==> src/rtl/sdram_init_pkg.sv <==
package sdram_init_pkg;

  // Command code {cs_n, ras_n, cas_n, we_n}
  localparam logic [3:0] CMD_LOADMODE = 4'b0000;
  localparam logic [3:0] CMD_AUTOREF  = 4'b0001;
  localparam logic [3:0] CMD_PRECHG   = 4'b0010;
  localparam logic [3:0] CMD_NOP      = 4'b0111;

  localparam int ADDR_W = 13;
  localparam int BANK_W = 2;
  localparam int CMD_W  = 4;

  // Address bit that widens a precharge to every bank
  localparam int ALL_BANKS_BIT = 10;

  // Mode word: burst writes, standard mode, CAS 2, sequential, burst length 2
  localparam logic [ADDR_W-1:0] MODE_WORD =
    {3'b000, 1'b0, 2'b00, 3'b010, 1'b0, 3'b001};

  typedef struct packed {
    logic [CMD_W-1:0]  cmd;
    logic [ADDR_W-1:0] addr;
    logic [BANK_W-1:0] ba;
  } bus_word_t;

endpackage

==> src/rtl/init_countdown.sv <==
module init_countdown #(
  parameter int START_CYCLES = 10100,
  parameter int CNT_W        = $clog2(START_CYCLES + 1)
) (
  input  logic             clk,
  input  logic             rst_n,
  input  logic             restart,
  output logic [CNT_W-1:0] count,
  output logic             at_zero
);

  logic [CNT_W-1:0] cnt_q, cnt_d;
  logic             cnt_en;

  assign at_zero = (cnt_q == '0);
  assign cnt_en  = restart | ~at_zero;

  always_comb begin
    cnt_d = cnt_q;
    if (restart)      cnt_d = CNT_W'(START_CYCLES);
    else if (!at_zero) cnt_d = cnt_q - 1'b1;
  end

  always_ff @(posedge clk or negedge rst_n) begin
    if (!rst_n)      cnt_q <= CNT_W'(START_CYCLES);
    else if (cnt_en) cnt_q <= cnt_d;
  end

  assign count = cnt_q;

endmodule

==> src/rtl/init_slot_decode.sv <==
module init_slot_decode
  import sdram_init_pkg::*;
#(
  parameter int CNT_W   = 14,
  parameter int CKE_AT  = 100,
  parameter int PRE_AT  = 21,
  parameter int REF1_AT = 18,
  parameter int REF2_AT = 11,
  parameter int LMR_AT  = 4
) (
  input  logic [CNT_W-1:0] count,
  output bus_word_t        word,
  output logic             cke_on
);

  localparam int NSLOT = 4;
  localparam int SLOT_AT [NSLOT] = '{PRE_AT, REF1_AT, REF2_AT, LMR_AT};

  logic [NSLOT-1:0] hit;

  genvar g;
  generate
    for (g = 0; g < NSLOT; g++) begin : g_slot
      assign hit[g] = (count == CNT_W'(SLOT_AT[g]));
    end
  endgenerate

  assign cke_on = (count <= CNT_W'(CKE_AT));

  always_comb begin
    word.cmd  = CMD_NOP;
    word.addr = '0;
    word.ba   = '0;
    if (hit[0]) begin
      word.cmd                 = CMD_PRECHG;
      word.addr[ALL_BANKS_BIT] = 1'b1;
    end else if (hit[1] || hit[2]) begin
      word.cmd = CMD_AUTOREF;
    end else if (hit[3]) begin
      word.cmd  = CMD_LOADMODE;
      word.addr = MODE_WORD;
    end
  end

endmodule

==> src/rtl/refresh_gate.sv <==
module refresh_gate (
  input  logic clk,
  input  logic rst_n,
  input  logic restart,
  input  logic ready,
  input  logic req,
  input  logic grant,
  output logic pending
);

  logic pend_q, pend_d;

  always_comb begin
    pend_d = pend_q;
    if (restart || !ready) pend_d = 1'b0;
    else if (req)          pend_d = 1'b1;
    else if (grant)        pend_d = 1'b0;
  end

  always_ff @(posedge clk or negedge rst_n) begin
    if (!rst_n) pend_q <= 1'b0;
    else        pend_q <= pend_d;
  end

  assign pending = pend_q;

endmodule

==> src/rtl/sdram_powerup_seq.sv <==
module sdram_powerup_seq
  import sdram_init_pkg::*;
#(
  parameter int START_CYCLES = 10100,
  parameter int CKE_AT       = 100,
  parameter int PRE_AT       = 21,
  parameter int REF1_AT      = 18,
  parameter int REF2_AT      = 11,
  parameter int LMR_AT       = 4
) (
  input  logic        clk,
  input  logic        rst_n,
  input  logic        restart,
  input  logic        refresh_req,
  input  logic        refresh_grant,
  output logic        cke,
  output logic [3:0]  cmd,
  output logic [12:0] addr,
  output logic [1:0]  ba,
  output logic        init_done,
  output logic        refresh_pending
);

  localparam int CNT_W = $clog2(START_CYCLES + 1);

  logic [CNT_W-1:0] count;
  logic             at_zero;
  bus_word_t        slot_word;
  logic             cke_on;

  bus_word_t bus_q, bus_d;
  logic      cke_q, cke_d;
  logic      done_q, done_d;

  init_countdown #(
    .START_CYCLES(START_CYCLES),
    .CNT_W       (CNT_W)
  ) u_count (
    .clk    (clk),
    .rst_n  (rst_n),
    .restart(restart),
    .count  (count),
    .at_zero(at_zero)
  );

  init_slot_decode #(
    .CNT_W  (CNT_W),
    .CKE_AT (CKE_AT),
    .PRE_AT (PRE_AT),
    .REF1_AT(REF1_AT),
    .REF2_AT(REF2_AT),
    .LMR_AT (LMR_AT)
  ) u_slots (
    .count (count),
    .word  (slot_word),
    .cke_on(cke_on)
  );

  always_comb begin
    bus_d  = slot_word;
    cke_d  = cke_on;
    done_d = at_zero;
    if (restart) begin
      bus_d.cmd  = CMD_NOP;
      bus_d.addr = '0;
      bus_d.ba   = '0;
      cke_d      = 1'b0;
      done_d     = 1'b0;
    end
  end

  always_ff @(posedge clk or negedge rst_n) begin
    if (!rst_n) begin
      bus_q.cmd  <= CMD_NOP;
      bus_q.addr <= '0;
      bus_q.ba   <= '0;
      cke_q      <= 1'b0;
      done_q     <= 1'b0;
    end else begin
      bus_q  <= bus_d;
      cke_q  <= cke_d;
      done_q <= done_d;
    end
  end

  refresh_gate u_refgate (
    .clk    (clk),
    .rst_n  (rst_n),
    .restart(restart),
    .ready  (done_q),
    .req    (refresh_req),
    .grant  (refresh_grant),
    .pending(refresh_pending)
  );

  assign cke       = cke_q;
  assign cmd       = bus_q.cmd;
  assign addr      = bus_q.addr;
  assign ba        = bus_q.ba;
  assign init_done = done_q;

endmodule

==> config.mk <==
export PLATFORM = sky130hd
export DESIGN_NAME = sdram_powerup_seq
export DESIGN_NICKNAME = d
export VERILOG_FILES = /design/src/rtl/sdram_init_pkg.sv /design/src/rtl/init_countdown.sv /design/src/rtl/init_slot_decode.sv /design/src/rtl/refresh_gate.sv /design/src/rtl/sdram_powerup_seq.sv
export SDC_FILE = /design/constraint.sdc
export NUM_CORES = 1
export LEC_CHECK = 0
export ABC_CLOCK_PERIOD_IN_PS = 5200
export BUFFER_PORTS_ARGS = -buffer_cell sky130_fd_sc_hd__buf_4
export CORE_MARGIN = 2
export CORE_UTILIZATION = 45
export DETAILED_ROUTE_END_ITERATION = 10
export HOLD_SLACK_MARGIN = 0.02
export PLACE_DENSITY = 0.73
export RECOVER_POWER = 50
export SKIP_LAST_GASP = 1
export SLEW_MARGIN = 20
export SYNTH_ARGS = -nofsm -noshare
export SYNTH_HDL_FRONTEND = slang
export SYNTH_SLANG_ARGS = --single-unit
==> constraint.sdc <==
create_clock -name clk -period 5.2 [get_ports clk]
set_input_delay 0.26 -clock clk [delete_from_list [all_inputs] [get_ports clk]]
set_output_delay 0.26 -clock clk [all_outputs]
set_load 0.01 [all_outputs]
==> flow_summary_export.csv <==
group,metric,value,unit
status,status,"complete, no violations",
logic_synthesis,synthDistinctLibCells,40,
floorplanning,dieArea,3340,sq um
sta,worst_pin_slew,1.11,ns
route,dr.pass1.iters,4,
worst_setup_path,crit_type,"reg2reg",
route,via_per_inst,5.28,
route,antenna_left,0,
worst_setup_path,critPathCapture,"u_count.count[7]$_DFFE_PN0N_",
sta,finClkSkew,0.00734,ns
power,p_leak,0.551,nW
sta,hold_viol_final,0,
worst_setup_path,endpoint_kind,"register",
cts,clkTransAtPathRegs,0.12,ns
sta,slew_viol_final,0,
logic_synthesis,synth_edf_count,0,
worst_setup_path,cp-start-kind,"register",
cts,cts.sinks,22,
route,avgRoutedWirePerCell,12.8,um
worst_setup_path,reg2reg_to,"u_count.count[7]$_DFFE_PN0N_",
logic_synthesis,synth.largest_area_cell,"dfstp_2",
worst_setup_path,r2r-start,"u_count.count[0]$_DFFE_PN0N_",
logic_synthesis,synthAdderAreaFrac,0.0384,
worst_hold_path,min_from,"restart",
layout,nets,153,
sta,fmax,456,MHz
layout,syn2layout_area_growth,5.67,%
global_route,grtUsageTotal,0.149,
floorplanning,start_util,0.472,
worst_setup_path,cp_data_required_time,5.42,ns
sta,post-route-min-period,2.19,ns
route,drc,0,
worst_setup_path,reg2reg_slack,3.01,ns
layout,final_cell_area,1380,sq um
floorplanning,num_io_pins,27,
layout,drive_above_1_share,0.217,
worst_setup_path,rr_worst_depth,6,
sta,setup_tns,0,ns
placed_design,port_buffers,13,
worst_setup_path,crit_path_cell_trace,"inv_1 > ha_1 > nor3b_1 > nand4_1 > a311o_1 > o31ai_1",
power,powerDensity,229,nW/um^2
logic_synthesis,synth-simple-area-share,0.255,
layout,fin_util,0.499,
logic_synthesis,synthMuxAreaShare,0.0231,
placed_design,gp_congestion,0.791,
worst_setup_path,cp-startpoint,"u_count.count[0]$_DFFE_PN0N_",
logic_synthesis,yosysSeqAreaShare,0.433,
logic_synthesis,synth_top_area_share,0.222,
worst_setup_path,crit_fanout,8,
global_route,gr-total-overflow,0,
sta,min_period_over_period,0.421,
global_route,grt_pass1_wl,3.86,mm
logic_synthesis,syn_area,1300,sq um
logic_synthesis,syn_inst,132,
floorplanning,die_y,57.8,um
cts,clock_path_buffers,2,
global_route,antenna_found_initial,0,
power,ir_drop,0.148,mV
cts,cts-root-buf,"clkbuf_4",
sta,setup_viol,0,
logic_synthesis,synth-xor-area-share,0.0269,
cts,cts_tree,"yes",
cts,cts_made_buffers,3,
route,drt_wl_total,2.23,mm
job,drv_cap,0,
placed_design,placed_area,1350,sq um
layout,num_antenna_cells,0,
sta,grt_setup_unrepaired,"false",
route,vias,918,
logic_synthesis,synthArstFlopShare,1.00,
logic_synthesis,netlist_top_cells_count,"buf_4, nor2_1, dfrtp_1, dfstp_2, nand2_1",
cts,cts_max_level,1,
worst_setup_path,worstPathArrival,2.41,ns
worst_setup_path,critical_path.slowest_cell,"dfrtp_1",
floorplanning,die_x,57.8,um
logic_synthesis,synth_compound_gate_area_share,0.103,
worst_setup_path,cpPeakStageDelay,0.48,ns
cts,clk_latency,0.31,ns
logic_synthesis,synth_warnings,0,
logic_synthesis,synth-seq-cells,22,
worst_hold_path,hold_class,"in2reg",
logic_synthesis,yosysMostFrequentCell,"buf_4",
logic_synthesis,ys.flop_type,"dfstp_2",
logic_synthesis,synth_top_family_by_area,"simple AND/OR/NAND/NOR gates",
sta,relSlewSlack,0.257,
floorplanning,rows,19,
global_route,first_global_vias,863,
route,drt_iter0_drc,12,
logic_synthesis,yosys-top-cells-area,"dfstp_2, dfrtp_1, buf_4, ha_1, nor2_1",
layout,fill_cells,275,
logic_synthesis,syn_area_per_cell,9.87,sq um
placed_design,dp_hpwl,1.61,mm
floorplanning,design.core.area,2760,sq um
global_route,grt_max_degree,23,
[report_power, final]
part | leakage, nW | switching (mW) | internal [mW]
clock network | 0.0210 | 0.0509 | 0.0427
logic | 0.264 | 0.0213 | 0.0134
registers | 0.266 | 0.00990 | 0.177
total | 0.551 | 0.0822 | 0.233
[critical path: cells and delay by family (launching register included)]
kind / cells / cell delay (ns)
buf+inv: 1 / 0.12
simple gates: 2 / 0.83
flops: 1 / 0.48
compound gates: 2 / 0.46
fa+ha+maj: 1 / 0.22
[layout by cell type, fill, tap and decap left out, drive strengths merged]
cell	n
conb	13
o2111ai	1
o31ai	3
a21oi	6
nor3	3
or4	3
and3	1
dfstp	11
xor2	1
ha	4
nor4	6
or3b	1
xnor2	3
dfrtp	11
a311o	1
buf	9
nand3	1
o211ai	1
or2	1
nand2	9
inv	4
nand4	1
nand2b	3
o311ai	1
a21o	1
nor3b	3
nor4b	1
a211oi	2
dlygate4sd3	1
nor2b	3
nor2	13
clkbuf	8
nand3b	3
o31a	1
mux2i	3
or3	3
o21ai	3
[cells by family (layout without fill, tap and decap cells)]
logic type | count (synthesis) | count (layout)
buf+inv | 23 | 22
xor+xnor | 4 | 4
fa+ha+maj | 4 | 4
other cells | 1 | 13
mux | 3 | 3
compound gates | 20 | 20
simple gates | 55 | 55
flops | 22 | 22
[layer usage]
metal / global-route usage / routed length, um
met1: 0.199 / 1020
met5: 0 / 0
met2: 0.247 / 1070
met3: 0.0156 / 109
met4: 0.0598 / 33
[what timing repair did]
| action | in CTS | in global routing |
|---|---|---|
| buffers inserted | 0 | 0 |
| endpoints found under the hold margin | 11 | 0 |
| hold buffers | 1 | 0 |
| gates resized for setup | 0 | 0 |
[area by class of cell]
class | instances | area, sq um | area share
inverter | 4 | 15.0 | 0.0109
multi-input combinational | 99 | 629 | 0.457
sequential | 22 | 564 | 0.410
timing repair buffer | 14 | 92.6 | 0.0673
clock buffer | 4 | 36.3 | 0.0264
tap | 31 | 38.8 | 0.0282
[sequential cells by signal, summed over array words and instances, names as in the netlist]
signal and cells:
cke 1, cmd 3, u_refgate.pending 1, u_count.count 14, addr 2, init_done 1
[how the worst min path moves through the flow]
| stage | endpoint | slack, ns | cells past startpoint |
|---|---|---|---|
| finish | u_count.count[12]$_DFFE_PN0N_ | 0.25 | 2 |
| global route | u_count.count[0]$_DFFE_PN0N_ | 0.26 | 2 |
| CTS | u_count.count[12]$_DFFE_PN0N_ | 0.23 | 2 |
| detailed placement | u_count.count[3]$_DFFE_PN0N_ | 0.16 | 1 |
| global placement | u_count.count[3]$_DFFE_PN0N_ | 0.16 | 1 |
| floorplan | addr[10]$_DFF_PN0_ | -0.04 | 0 |
[through the flow]
stage	setup WS [ns]	power, mW	hold slack, ns	cells
global route	2.80	0.331	0.260	174
detailed placement	3.09	0.224	0.161	169
finish	3.01	0.316	0.248	174
global placement	3.17	0.223	0.155	169
CTS	3.03	0.319	0.232	174
floorplan	3.25	0.224	-0.0356	144
No activity file was read; power rests on OpenSTA's default activity.
